[config.mk]
export PLATFORM = sky130hd
export DESIGN_NAME = reload_timer_core
export DESIGN_NICKNAME = d
export VERILOG_FILES = /design/src/rtl/reload_timer_core.sv
export SDC_FILE = /design/constraint.sdc
export NUM_CORES = 1
export LEC_CHECK = 0
export ABC_AREA = 1
export BUFFER_PORTS_ARGS = -buffer_cell sky130_fd_sc_hd__buf_2
export CELL_PAD_IN_SITES_DETAIL_PLACEMENT = 2
export CELL_PAD_IN_SITES_GLOBAL_PLACEMENT = 2
export CORE_MARGIN = 1.5
export CORE_UTILIZATION = 34
export CTS_CLUSTER_SIZE = 30
export DETAILED_ROUTE_END_ITERATION = 7
export PLACE_DENSITY = 0.91
export SLEW_MARGIN = 20
export SYNTH_ARGS = -nofsm -noshare
export SYNTH_HDL_FRONTEND = slang
export SYNTH_SLANG_ARGS = --single-unit
[constraint.sdc]
create_clock -name clk -period 4.5 [get_ports clk]
set_clock_uncertainty 0.1 [all_clocks]
set_input_delay 1.35 -clock clk [delete_from_list [all_inputs] [get_ports clk]]
set_output_delay 1.35 -clock clk [all_outputs]
set_load 0.1 [all_outputs]
[src/rtl/reload_timer_core.sv]
module reload_timer_core #(
  parameter int W = 16
) (
  input  logic         clk,
  input  logic         rst_n,
  input  logic         tick_i,
  input  logic         run_en_i,
  input  logic         dir_sw_i,
  input  logic [1:0]   align_i,
  input  logic         upd_block_i,
  input  logic         flag_src_i,
  input  logic         preload_en_i,
  input  logic         force_upd_i,
  input  logic         cnt_wr_i,
  input  logic [W-1:0] cnt_wdata_i,
  input  logic         top_wr_i,
  input  logic [W-1:0] top_wdata_i,
  input  logic         flag_clr_i,
  output logic [W-1:0] count_o,
  output logic         dir_o,
  output logic         upd_evt_o,
  output logic         upd_flag_o,
  output logic         cmp_qual_o
);

  localparam logic [W-1:0] ONE = W'(1);

  logic [W-1:0] cnt_q, top_pre, top_act, cnt_step;
  logic         dir_q, run_q, dir_step, wrap;

  wire step      = run_q && tick_i;
  wire one_way   = (align_i == 2'b00);
  wire zero_top  = (top_act == '0);
  wire at_top    = (cnt_q >= top_act);
  wire at_bot    = (cnt_q == '0);
  wire wrap_ev   = wrap && !force_upd_i && !cnt_wr_i;
  wire wrap_upd  = wrap_ev && !upd_block_i;
  wire upd_set   = wrap_upd || force_upd_i;
  wire force_top = one_way && dir_q;

  assign count_o    = cnt_q;
  assign dir_o      = dir_q;
  assign cmp_qual_o = (align_i == 2'b01) ? dir_q :
                      (align_i == 2'b10) ? !dir_q : 1'b1;

  always_comb begin
    cnt_step = cnt_q;
    dir_step = dir_q;
    wrap     = 1'b0;
    if (zero_top) begin
      cnt_step = '0;
    end else if (!dir_q) begin
      wrap = step && at_top;
      if (at_top) begin
        cnt_step = one_way ? '0 : top_act - ONE;
        dir_step = !one_way;
      end else begin
        cnt_step = cnt_q + ONE;
      end
    end else begin
      wrap = step && at_bot;
      if (at_bot) begin
        cnt_step = one_way ? top_act : ONE;
        dir_step = one_way;
      end else begin
        cnt_step = cnt_q - ONE;
      end
    end
  end

  always_ff @(posedge clk or negedge rst_n) begin
    if (!rst_n) run_q <= 1'b0;
    else        run_q <= run_en_i;
  end

  always_ff @(posedge clk or negedge rst_n) begin
    if (!rst_n) begin
      cnt_q <= '0;
      dir_q <= 1'b0;
    end else if (force_upd_i) begin
      cnt_q <= force_top ? top_pre : '0;
      dir_q <= one_way ? dir_sw_i : 1'b0;
    end else if (cnt_wr_i) begin
      cnt_q <= cnt_wdata_i;
      dir_q <= one_way ? dir_sw_i : dir_q;
    end else if (step) begin
      cnt_q <= cnt_step;
      dir_q <= one_way ? dir_sw_i : dir_step;
    end else begin
      dir_q <= one_way ? dir_sw_i : dir_q;
    end
  end

  always_ff @(posedge clk or negedge rst_n) begin
    if (!rst_n) begin
      top_pre <= '1;
      top_act <= '1;
    end else begin
      if (top_wr_i) top_pre <= top_wdata_i;
      if (top_wr_i && !preload_en_i) top_act <= top_wdata_i;
      else if (preload_en_i && upd_set) top_act <= top_pre;
    end
  end

  always_ff @(posedge clk or negedge rst_n) begin
    if (!rst_n) begin
      upd_evt_o  <= 1'b0;
      upd_flag_o <= 1'b0;
    end else begin
      upd_evt_o <= upd_set;
      if (wrap_upd || (force_upd_i && !flag_src_i)) upd_flag_o <= 1'b1;
      else if (flag_clr_i)                          upd_flag_o <= 1'b0;
    end
  end


  blocked_evt_chk: assert property (@(posedge clk) disable iff (!rst_n)
    (upd_block_i && !force_upd_i) |=> !upd_evt_o);


  force_evt_chk: assert property (@(posedge clk) disable iff (!rst_n)
    force_upd_i |=> upd_evt_o);


  flag_hold_chk: assert property (@(posedge clk) disable iff (!rst_n)
    (upd_flag_o && !flag_clr_i) |=> upd_flag_o);


  run_delay_chk: assert property (@(posedge clk) disable iff (!rst_n)
    (!run_en_i ##1 (!force_upd_i && !cnt_wr_i)) |=> $stable(cnt_q));


  zero_top_chk: assert property (@(posedge clk) disable iff (!rst_n)
    (zero_top && at_bot && !force_upd_i && !cnt_wr_i) |=> (cnt_q == '0));


  hw_dir_chk: assert property (@(posedge clk) disable iff (!rst_n)
    (!one_way && !force_upd_i && !tick_i) |=> $stable(dir_q));

endmodule

==> run metrics <==
metal3 WL=a little under 800 um; top post-synthesis cells by area=nand2_1 24%, dfstp_2 17%, dfrtp_1 10%; H-tree Lvls=2; P per Cell Area=367 mW/mm^2; metal1 wirelength=8880 um; CTS Sinks=52; Max Cap Violations=0; CTS resizes=0; total grt overflow=0; fillers=between 1500 and 2000; Design Power=2040 uW; first-pass GRT wire length=31700 um; core area=between 0.01 and 0.015 mm^2; Worst Hold Class=register to register; vias in the first global route=5903; Worst path max stage delay=0.43 ns; Tmin final=3.56 ns; Final period util=79.1%; main flop type after synthesis=dfstp_2; WHS=0.411 ns; Mean Syn Cell Area=roughly 6.0 um^2; Slowest-stage cell, CP=buf_2; Detailed Route Iter0 Violations=261; # rows=44; Worst Path Arrival=between 2 and 2.5 ns; Slew HR=32.9%; Worst Max-Slew Pin Slew=around 1.0 ns; clock slew at reported path FFs=0.07 ns; routability congestion estimate=0.837; footprint of the multi-input gates=0.00315 mm^2; static leakage=0.00291 uW; final hold vios=0; Clock Tree Buf Depth=2; Fmax=roughly 280 MHz; synthesized area=0.00499 mm^2; postcts setup bufs=0; total CTS buffers=5; top cell type's share of synthesized area=about a quarter; Initial Util=34.6%; Die X=124 um; largest net degree at the start of global routing=41; TritonCTS clock tree=built; Worst VDD drop=0.186 mV; CP startpoint kind=input pin; DP HPWL=around 15000 um; top-count cell post-synth=nand2_1; YS warnings=0; reg2reg path depth=18; GRT Total Usage=27.2%; Synth area leader=nand2_1; status=complete, no violations; CP Capture Type=output port; clk_lat worst skew=0.31 ns; hold path depth=2; IO Pins=66; # nets final=933; required time worst endpoint=3.05 ns; register area share after synthesis=26.9%; crit path kind=input pin to output port; DRC=0; Core Util, Final=38.5%; register area=roughly 0.0013 mm^2; share of post-route cells with drive strength above 1=between 10% and 20%; die area=0.0154 mm^2; most frequent cell on the critical path=buf_2; met2 routed WL=between 9000 and 10000 um; Top Layer Used=met4; DR WL/cell=about 19 um; critical-path cell list=buf_2 > inv_1 > nor2_1 > o21ai_1 > buf_2; CTS Hold Buffers Added=0; Slew Limit Fails=0; peak fanout along the critical path=3; # diodes=0; RSZ-0062 raised after global routing=false; Setup TNS Final=0 ns; Area Growth Syn to Fin=11.3%; die height=124 um; Vias=approximately 5600; Post-synth EDFFs=0; I/O Buffers=65; synthesized net count=roughly 890; Yosys cell types=34; drt pass-1 iters=4; Post-synth ARST share=100%; via-per-instance ratio=about 5.3; drt total wl=19900 um; Synth Instances=826; commonest cells in the netlist=314 x nand2_1, 82 x nor2_1, 77 x nand3_1, 75 x inv_1, 64 x a21oi_1; Final ANT Viol Nets=0; root buffer cell=clkbuf_16; Final setup viols=0; initial antenna violation count=0; Yosys reg bits=52
layout by cell type, fill, tap and decap left out, types with 2 or more instances in the layout:
cell	count
o21ai_0	40
nand2_4	4
nand2_1	313
nor2_2	4
xor2_1	19
dfstp_2	32
inv_6	2
buf_4	9
nor2_8	2
nor4_1	2
nor2_4	3
nand3_1	77
nand4_1	7
dfrtp_1	20
nor3_1	2
a21oi_1	64
xnor2_1	3
inv_2	4
nor2_1	82
buf_2	65
nand2_2	3
ha_1	20
clkbuf_16	5
inv_1	75
routing by layer:
layer / up-vias / global-route usage, %
met3: 29 / 2.01
met2: 126 / 47.9
li1: 2686 / -
met1: 2725 / 35.4
met5: - / 0
met4: 0 / 8.31
sequential cells by signal, indices dropped and copies added, names as in the netlist:
signal and cells:
dir_o 1, run_q 1, count_o 16, upd_evt_o 1
top_act 16, upd_flag_o 1, top_pre 16
path summary, 6_finish.rpt:
check | to | slack, ns | startpoint
min in group asynchronous | count_o[12] | 1.10 | rst_n
hold reg to reg | top_pre[15] | 0.41 | top_pre[15]
setup / recovery | cmp_qual_o | 0.94 | align_i[0]
setup reg to reg | count_o[8] | 1.20 | count_o[0]
hold / removal | top_pre[15] | 0.41 | top_pre[15]
max in group asynchronous | top_pre[15] | 2.36 | rst_n
worst max-delay path: cells and delay by family:
family          cells  cell delay (ns)
simple gates        1             0.04
buf+inv             3             0.60
compound gates      1             0.11
area by class of cell:
type / instances / area share [%]
Multi-Input combinational cell: 655 / 56.7
Clock buffer: 6 / 2.32
Tap cell: 184 / 4.15
Inverter: 79 / 5.34
Sequential cell: 52 / 24.1
Clock inverter: 2 / 0.315
Timing Repair Buffer: 74 / 7.07
power breakdown:
group | total, uW | internal [uW] | switching, uW
sequential | 677 | 553 | 124
combinational | 943 | 265 | 678
clock | 416 | 212 | 204
metrics by stage:
step	setup slack [ns]	instance area [um^2]	instances
after global routing	0.870	5550	1052
after floorplan	0.276	4990	826
after detailed placement	0.938	5410	1044
after CTS	0.931	5550	1052
final	0.942	5550	1052
after global placement	0.961	5410	1044
cells by family (layout without fill, tap and decap cells):
family                     Yosys count  in the layout  synth area share (%)
buffers and inverters              119            161                  10.1
DFF                                 52             52                  26.9
and+or+nand+nor                    502            502                  42.6
AOI/OAI and AO/OA                  111            111                  11.5
adders and majority gates           20             20                  5.01
xor gates and xnor gates            22             22                  3.86
No activity file was read; power rests on OpenSTA's default activity.
